<file path="src/rtl/nan_prop_pkg.sv">
// Package: shared operand-kind type and policy codes for the NaN selector.
// Assumes IEEE-style binary layout {sign, exponent, fraction}.
package nan_prop_pkg;

    typedef enum logic [1:0] {
        KIND_NUM  = 2'd0,
        KIND_QNAN = 2'd1,
        KIND_SNAN = 2'd2
    } nan_kind_e;

    localparam logic [2:0] POL_NONE   = 3'd0;
    localparam logic [2:0] POL_SIG_AB = 3'd1;
    localparam logic [2:0] POL_SIG_BA = 3'd2;
    localparam logic [2:0] POL_AB     = 3'd3;
    localparam logic [2:0] POL_BA     = 3'd4;
    localparam logic [2:0] POL_MAG    = 3'd5;

endpackage

</file>
<file path="src/rtl/nan_classify.sv">
// Module: nan_classify
// Sorts one operand into number, quiet NaN or signaling NaN.
// Assumes the quiet bit is the fraction MSB.
module nan_classify
    import nan_prop_pkg::*;
#(
    parameter int EXP_W  = 8,
    parameter int FRAC_W = 23
) (
    input  logic [EXP_W+FRAC_W:0] operand,
    output nan_kind_e             kind
);
    localparam int W = EXP_W + FRAC_W + 1;

    logic exp_ones;
    logic frac_nz;

    // Decode the exponent and fraction fields into a kind.
    always_comb begin
        exp_ones = &operand[W-2:FRAC_W];
        frac_nz  = |operand[FRAC_W-1:0];
        if (!(exp_ones && frac_nz))
            kind = KIND_NUM;
        else if (operand[FRAC_W-1])
            kind = KIND_QNAN;
        else
            kind = KIND_SNAN;
    end
endmodule

</file>
<file path="src/rtl/nan_pick.sv">
// Module: nan_pick
// Applies the selected priority policy to two operand kinds and says
// whether B propagates. Flags an unusable policy code.
// Assumes at least one operand is a NaN when pick_b is used.
module nan_pick
    import nan_prop_pkg::*;
#(
    parameter int FRAC_W = 23
) (
    input  nan_kind_e         kind_a,
    input  nan_kind_e         kind_b,
    input  logic              sign_a,
    input  logic              sign_b,
    input  logic [FRAC_W-1:0] frac_a,
    input  logic [FRAC_W-1:0] frac_b,
    input  logic [2:0]        policy,
    output logic              pick_b,
    output logic              policy_bad
);
    logic a_wins_mag;

    // Magnitude tie-break: larger fraction, then positive sign, then A.
    always_comb begin
        if (frac_a != frac_b)
            a_wins_mag = frac_a > frac_b;
        else
            a_wins_mag = !(sign_a && !sign_b);
    end

    // Priority decision for each policy code.
    always_comb begin
        pick_b     = 1'b0;
        policy_bad = 1'b0;
        case (policy)
            POL_SIG_AB: begin
                if (kind_a == KIND_SNAN)      pick_b = 1'b0;
                else if (kind_b == KIND_SNAN) pick_b = 1'b1;
                else if (kind_a == KIND_QNAN) pick_b = 1'b0;
                else                          pick_b = 1'b1;
            end
            POL_SIG_BA: begin
                if (kind_b == KIND_SNAN)      pick_b = 1'b1;
                else if (kind_a == KIND_SNAN) pick_b = 1'b0;
                else if (kind_b == KIND_QNAN) pick_b = 1'b1;
                else                          pick_b = 1'b0;
            end
            POL_AB: pick_b = (kind_a == KIND_NUM);
            POL_BA: pick_b = (kind_b != KIND_NUM);
            POL_MAG: begin
                if (kind_a == KIND_NUM)       pick_b = 1'b1;
                else if (kind_b == KIND_NUM)  pick_b = 1'b0;
                else if (kind_a != kind_b)    pick_b = (kind_b == KIND_QNAN);
                else                          pick_b = !a_wins_mag;
            end
            default: policy_bad = 1'b1;
        endcase
    end
endmodule

</file>
<file path="src/rtl/nan_prop_sel.sv">
// Module: nan_prop_sel (top)
// Special-case NaN stage: classifies both operands, picks the propagated
// NaN under a run-time policy, quiets it, and registers the outcome.
// Assumes in_valid is a single-cycle strobe per operation.
module nan_prop_sel
    import nan_prop_pkg::*;
#(
    parameter int EXP_W  = 8,
    parameter int FRAC_W = 23
) (
    input  logic                   clk,
    input  logic                   rst_n,
    input  logic                   in_valid,
    input  logic [EXP_W+FRAC_W:0]  op_a,
    input  logic [EXP_W+FRAC_W:0]  op_b,
    input  logic [2:0]             rule_sel,
    input  logic                   dflt_nan_mode,
    output logic                   out_valid,
    output logic [EXP_W+FRAC_W:0]  result,
    output logic                   is_nan_result,
    output logic                   invalid_flag,
    output logic                   rule_error
);
    localparam int W = EXP_W + FRAC_W + 1;
    localparam logic [W-1:0] CANON_NAN =
        {1'b0, {EXP_W{1'b1}}, 1'b1, {(FRAC_W-1){1'b0}}};
    localparam logic [W-1:0] QUIET_MASK = W'(1) << (FRAC_W - 1);

    nan_kind_e  kinds [2];
    logic [W-1:0] ops [2];

    assign ops[0] = op_a;
    assign ops[1] = op_b;

    // One classifier per operand.
    for (genvar g = 0; g < 2; g++) begin : g_cls
        nan_classify #(.EXP_W(EXP_W), .FRAC_W(FRAC_W)) u_cls (
            .operand (ops[g]),
            .kind    (kinds[g])
        );
    end

    logic pick_b;
    logic policy_bad;

    nan_pick #(.FRAC_W(FRAC_W)) u_pick (
        .kind_a     (kinds[0]),
        .kind_b     (kinds[1]),
        .sign_a     (op_a[W-1]),
        .sign_b     (op_b[W-1]),
        .frac_a     (op_a[FRAC_W-1:0]),
        .frac_b     (op_b[FRAC_W-1:0]),
        .policy     (rule_sel),
        .pick_b     (pick_b),
        .policy_bad (policy_bad)
    );

    logic         any_nan;
    logic         any_snan;
    logic         err_d;
    logic [W-1:0] res_d;

    // Combine the pick with mode and error handling, and quiet the result.
    always_comb begin
        any_nan  = (kinds[0] != KIND_NUM) || (kinds[1] != KIND_NUM);
        any_snan = (kinds[0] == KIND_SNAN) || (kinds[1] == KIND_SNAN);
        err_d    = any_nan && !dflt_nan_mode && policy_bad;
        if (!any_nan)
            res_d = '0;
        else if (dflt_nan_mode || policy_bad)
            res_d = CANON_NAN;
        else
            res_d = (pick_b ? op_b : op_a) | QUIET_MASK;
    end

    // Output register: load on strobe, hold otherwise.
    always_ff @(posedge clk) begin
        if (!rst_n) begin
            out_valid     <= 1'b0;
            result        <= '0;
            is_nan_result <= 1'b0;
            invalid_flag  <= 1'b0;
            rule_error    <= 1'b0;
        end else begin
            out_valid <= in_valid;
            if (in_valid) begin
                result        <= res_d;
                is_nan_result <= any_nan;
                invalid_flag  <= any_snan;
                rule_error    <= err_d;
            end
        end
    end
endmodule

</file>
<file path="config.mk">
export PLATFORM = sky130hd
export DESIGN_NAME = nan_prop_sel
export DESIGN_NICKNAME = d
export VERILOG_FILES = /design/src/rtl/nan_prop_pkg.sv /design/src/rtl/nan_classify.sv /design/src/rtl/nan_pick.sv /design/src/rtl/nan_prop_sel.sv
export SDC_FILE = /design/constraint.sdc
export NUM_CORES = 1
export LEC_CHECK = 0
export ABC_AREA = 1
export ABC_CLOCK_PERIOD_IN_PS = 1800
export BUFFER_PORTS_ARGS = -buffer_cell sky130_fd_sc_hd__buf_2
export CAP_MARGIN = 10
export CORE_ASPECT_RATIO = 1.1
export CORE_MARGIN = 3
export CORE_UTILIZATION = 35
export CTS_CLUSTER_DIAMETER = 150
export CTS_CLUSTER_SIZE = 10
export DETAILED_ROUTE_END_ITERATION = 8
export RECOVER_POWER = 25
export SLEW_MARGIN = 40
export SYNTH_ARGS = -nofsm -noshare
export SYNTH_HDL_FRONTEND = slang
export SYNTH_SLANG_ARGS = --single-unit
</file>
<file path="constraint.sdc">
create_clock -name clk -period 1.8 [get_ports clk]
set_input_delay 0.09 -clock clk [delete_from_list [all_inputs] [get_ports clk]]
set_output_delay 0.09 -clock clk [all_outputs]
set_load 0.005 [all_outputs]
</file>
Word-level counts from Yosys, hierarchy flattened
Index checks and enable logic that the tools add are counted.

operators by class
  order comparisons = 1
  eq/ne operators = 11
  mux-type cells = 19
  reduce and logical (&&, ||, !) cells = 21

operator list
  operator            count
  $mux 32             3
  $reduce_or 23->1    2
  $gt 23x23->1        1
  $ne 23x23->1        1
  $reduce_and 8->1    2
  $mux 1              11
  $mux 2              4
  $eq 3x2->1 const B  2
  $eq 3x3->1 const B  2
  $logic_and 1x1->1   5
  $pmux 1 s5          1
  $reduce_or 5->1     1
  $eq 2x1->1 const B  2
  $eq 2x2->1 const B  2
  $logic_not 1->1     4
  $logic_not 2->1     2
  $reduce_bool 2->1   2
  $eq 3x1->1 const B  1
  $logic_or 1x1->1    3
  $ne 2x2->1          1

word-level totals
  register bits = 36
  input bits = 71
  output and inout bits = 36
  word-level logic and storage cells = 57

Depth between registers and ports, before layout
  word-level depth = 12
  depth in mapped cells = 19
  gate-level depth less buffers = 18

Modules after synthesis
From an unflattened synthesis, not the netlist that was laid out.

unflattened totals
  cells, all modules = 588
  area, all modules = 3,181.8 um^2

by module, submodules not included
  module        times used  cells each  area an instance (um^2)  sequential area each (um^2)
  nan_prop_sel  1           356         2,014.4                  700.7
  nan_pick      1           176         939.7                    0.0
  nan_classify  2           28          113.9                    0.0

Least setup slack after synthesis
No wires, ideal clock.

  path type = input port to flip-flop
  start = input op_a[27]
  end = register result[14]
  setup time = 0.132 ns
  arrival time = 1.573 ns
  data required time = 1.668 ns
  path slack = 0.095 ns
  stages on the path = 14
  path buffers = 1
  cell sequence = nand4_1 -> nor2_1 -> nand3_1 -> ha_1 -> inv_1 -> a21oi_1 -> nor2_1 -> nand3_1 -> nand2_1 -> nand2_2 -> buf_2 -> nand3_1 -> nand3_1 -> a21oi_1

between the ends
  word-level cells in the longest chain between the ends = 11
  elaborated cells on any way between the ends = 21
  classes of those cells = eq/ne: 3; mux: 13; reduce/logical: 5

RTL lines
  what                                             RTL line                        text
  from (decl)                                      nan_prop_sel.sv:14              input logic [EXP_W+FRAC_W:0] op_a,
  $reduce_and 8->1 (*)                             nan_classify.sv:20              exp_ones = &operand[W-2:FRAC_W];
  $logic_and 1x1->1 (*)                            nan_classify.sv:22              if (!(exp_ones && frac_nz))
  $mux 2 (*)                                       nan_classify.sv:22
  $ne 2x2->1 / $eq 2x1->1 (equally long branches)  nan_pick.sv:52, nan_pick.sv:38
  $mux 1 (on tied branches)                        nan_pick.sv:52, nan_pick.sv:38
  $mux 1 (on tied branches)                        nan_pick.sv:51, nan_pick.sv:37
  $mux 1 (on tied branches)                        nan_pick.sv:50, nan_pick.sv:36
  $pmux 1 s5                                       nan_pick.sv:34                  case (policy)
  $mux 32                                          nan_prop_sel.sv:73              res_d = (pick_b ? op_b : op_a) | QUIET_MASK;
  $mux 32                                          nan_prop_sel.sv:70              else if (dflt_nan_mode || policy_bad)
  $mux 32 (*)                                      nan_prop_sel.sv:68              if (!any_nan)
  to (signal assigned)                             nan_prop_sel.sv:87              result <= res_d;
  to (decl)                                        nan_prop_sel.sv:19              output logic [EXP_W+FRAC_W:0] result,

Mark *: on every way between the ends. The rest lies on a longest branch, timed or not.
A chain may end at the register's enable or synchronous reset.

Worst setup path after layout
  start = input op_b[2]
  end = register result[17]

between the ends
  word-level cells in the longest chain between the ends = 11
  elaborated cells on any way between the ends = 25
  classes of those cells = order compare: 1; eq/ne: 4; mux: 14; reduce/logical: 6

RTL lines
  what                                                                   RTL line            text
  from (decl)                                                            nan_prop_sel.sv:15  input logic [EXP_W+FRAC_W:0] op_b,
  parallel branches: the longest is 10 deep, another holds $gt 23x23->1  n/a
  $mux 32 (*)                                                            nan_prop_sel.sv:68

Every way passes the cells marked *.

==> metrics <==
Setup Skew 0 ns; Max rail drop VDD 0.000361 V; Post-DRT Antenna Nets 0; crit path cell chain buf_6 -> inv_4 -> nand4_1 -> nor2_2 -> nand3_2 -> nand3_4 -> ha_4 -> inv_2 -> a21oi_2 -> nor2_1 -> nand3_1 -> nand2_2 -> nand2_8 -> buf_8 -> nand3_1 -> nand3_1 -> a21oi_1; hold crit path type in2reg; sequential share of the synthesized area 26.8%; Final setup viols 12; fin worst setup slack -0.0371 ns; Crit Path Category in2reg; wire length of the first global-routing pass 13.3 mm; via count approximately 3200; Critical Path Fanout Max 7; die width 88.5 um; full die area 8560 um^2; Max-slew headroom 61.1%; leading cell type in the layout, fill and taps excluded nand2_1; crit path DAT 2.06 ns; Final GP Congestion approximately 0.9; cell repeated most along the worst path nand3_1; core box area 7130 um^2; WP data required 2.02 ns; Post-Syn Area per Cell 6.13 um^2; Port Buffers 106; cell leakage power 2.11 nW; antenna diode count 0; P&R area growth vs syn 53.8%; Final Hold Fails 0; gr usage total 19.3%; period utilisation layout 102%; Final Core Density about 57%; die height between 90 and 100 um; H-tree levels 2; Total Nets Final 680; Syn Nets about 520; slowest stage delay, CP approximately 0.21 ns; antenna violations before repair 0; multi-input logic area 1790 um^2; Layout Cells excl Fill approximately 670; MaxCap Viol Count 0; pin count of the biggest net entering global routing 34; Ys Warns 0; most frequent cells in the layout nand2_1 (118), buf_2 (99), inv_1 (58); worst-margin pin slew between 0.5 and 0.6 ns; Starting DRT DRC Count 147; post-synthesis cell type count 23; Top delay family on crit path simple AND/OR/NAND/NOR gates; vias in the first global route 2920; setup TNS -0.142 ns; DRC 0; Gate Count Post-Synth 427; Crit. End Element flip-flop; gr ovfl total 0; routed wire length 8.69 mm; crit path time final 1.84 ns; drt pass-1 iters 4; Critical-path top delay cell ha_4; clock sink total 35; layout filler cell count 726; Clock Latency Late Sink between 0.2 and 0.3 ns; DP Cell Count approximately 660; register bit count reported by yosys 35; CTS tree done; initial core utilization between 30% and 40%; clock slew at reported path FFs 0.08 ns; post-detail-place hpwl 6.75 mm; vias per cell 4.80; I/O pin total 107; status finished with violations; TritonCTS buffer count 5; RSZ-0062 raised after global routing true; register area 701 um^2; Buf/Inv on CP 4; WL/cell 13.0 um; Worst setup SP type primary input; Fmax 544 MHz; failing checks setup timing; Power Dens Cells 485 nW/um^2; Mapped Area 2620 um^2; Post-CTS Hold Buffers 0; Slew Limit Fails 0; clock buffer depth 2; Clock Tree Root clkbuf_8; layout cells sized above 1 39.8%; # rows 32
==> flip-flops by register name (all words and copies together) (netlist names) <==
signal,cells
rule_error,1
invalid_flag,1
result,32
out_valid,1
==> final timing paths <==
kind / cells after the start / end / start / slack [ns]
worst min register to register: 2 / result[1] / result[1] / 0.46
worst max-delay path: 17 / result[17] / op_b[2] / -0.04
worst min-delay path: 3 / out_valid / rst_n / 0.01
worst max register to register: 2 / result[31] / result[31] / 1.18
==> power by group <==
part / internal [mW] / switching (mW)
registers: 0.777 / 0.00118
logic: 0.265 / 0.304
clock network: 0.277 / 0.329
total: 1.32 / 0.634
==> timing repair <==
| item | 4_1_cts | 5_1_grt |
|---|---|---|
| pin swaps | 0 | 32 |
| gates cloned | 0 | 2 |
| hold endpoints to repair | 0 | 0 |
| gates resized for setup | 3 | 54 |
| setup buffers | 0 | 3 |
| setup endpoints to repair | 5 | 23 |
==> per-layer routing <==
| metal | up-vias | track usage (%) | part of all wire, % | wire length (um) |
|---|---|---|---|---|
| met5 | - | 0 | 0 | 0 |
| met4 | 0 | 5.81 | 1.8 | 153 |
| met3 | 12 | 3.58 | 5.6 | 489 |
| met2 | 106 | 32.5 | 48 | 4210 |
| met1 | 1422 | 24.7 | 44 | 3840 |
| li1 | 1680 | - | - | - |
==> cell usage after synthesis <==
library cell  instances  area share (%)
buf_6                 2            0.86
nor3_1                3            0.57
inv_2                11             1.6
nor2_1               33             4.7
o21ai_0               1            0.19
nand3b_1              1            0.29
inv_1                61             8.7
buf_2                 6             1.1
nand3_2               2            0.76
nand2_2               2            0.48
a21oi_2               1            0.33
nand4_1               9             2.1
ha_1                 24              11
dfxtp_1              35              27
a21o_1                1            0.29
nand3_1              62              12
buf_4                 1            0.29
nor2_4                1            0.43
clkbuf_1              7             1.0
nand2_1             119              17
a21oi_1              43             8.2
nor3_2                1            0.38
nand2_4               1            0.43
==> area by class of cell <==
class / instances / share of cell area [%]
multi-input combinational: 305 / 44.5
timing repair buffer: 166 / 26.4
sequential: 35 / 17.4
inverter: 72 / 6.77
tap: 85 / 2.64
clock buffer: 5 / 1.71
clock inverter: 3 / 0.590
==> cell families (layout without fill, tap and decap cells) <==
| family | after synthesis | in the layout | synth area share (%) |
|---|---|---|---|
| AND/OR/NAND/NOR | 234 | 235 | 39.1 |
| buffers and inverters | 88 | 246 | 13.6 |
| AO/OA/AOI/OAI | 46 | 46 | 9.03 |
| flip-flops | 35 | 35 | 26.8 |
| adder cells (fa/ha/maj) | 24 | 24 | 11.5 |
==> stage by stage <==
step	cell area [um^2]	worst slack [ns]	hold WS (ns)	power (mW)
global placement	3600	-0.306	0.309	1.30
global route	4030	-0.156	0.0285	2.07
detailed placement	3600	-0.354	0.312	1.30
finish	4030	-0.0371	0.00965	1.95
CTS	3710	0.0273	0.00146	1.92
floorplan	2620	0.0950	0.179	1.06
==> worst register-to-register path, stage by stage (launching register included) <==
cell and delay (ns):
dfxtp_1 0.35, nand2_1 0.06, a21oi_1 0.14
Note: power is estimated with default switching activity, not from simulation.
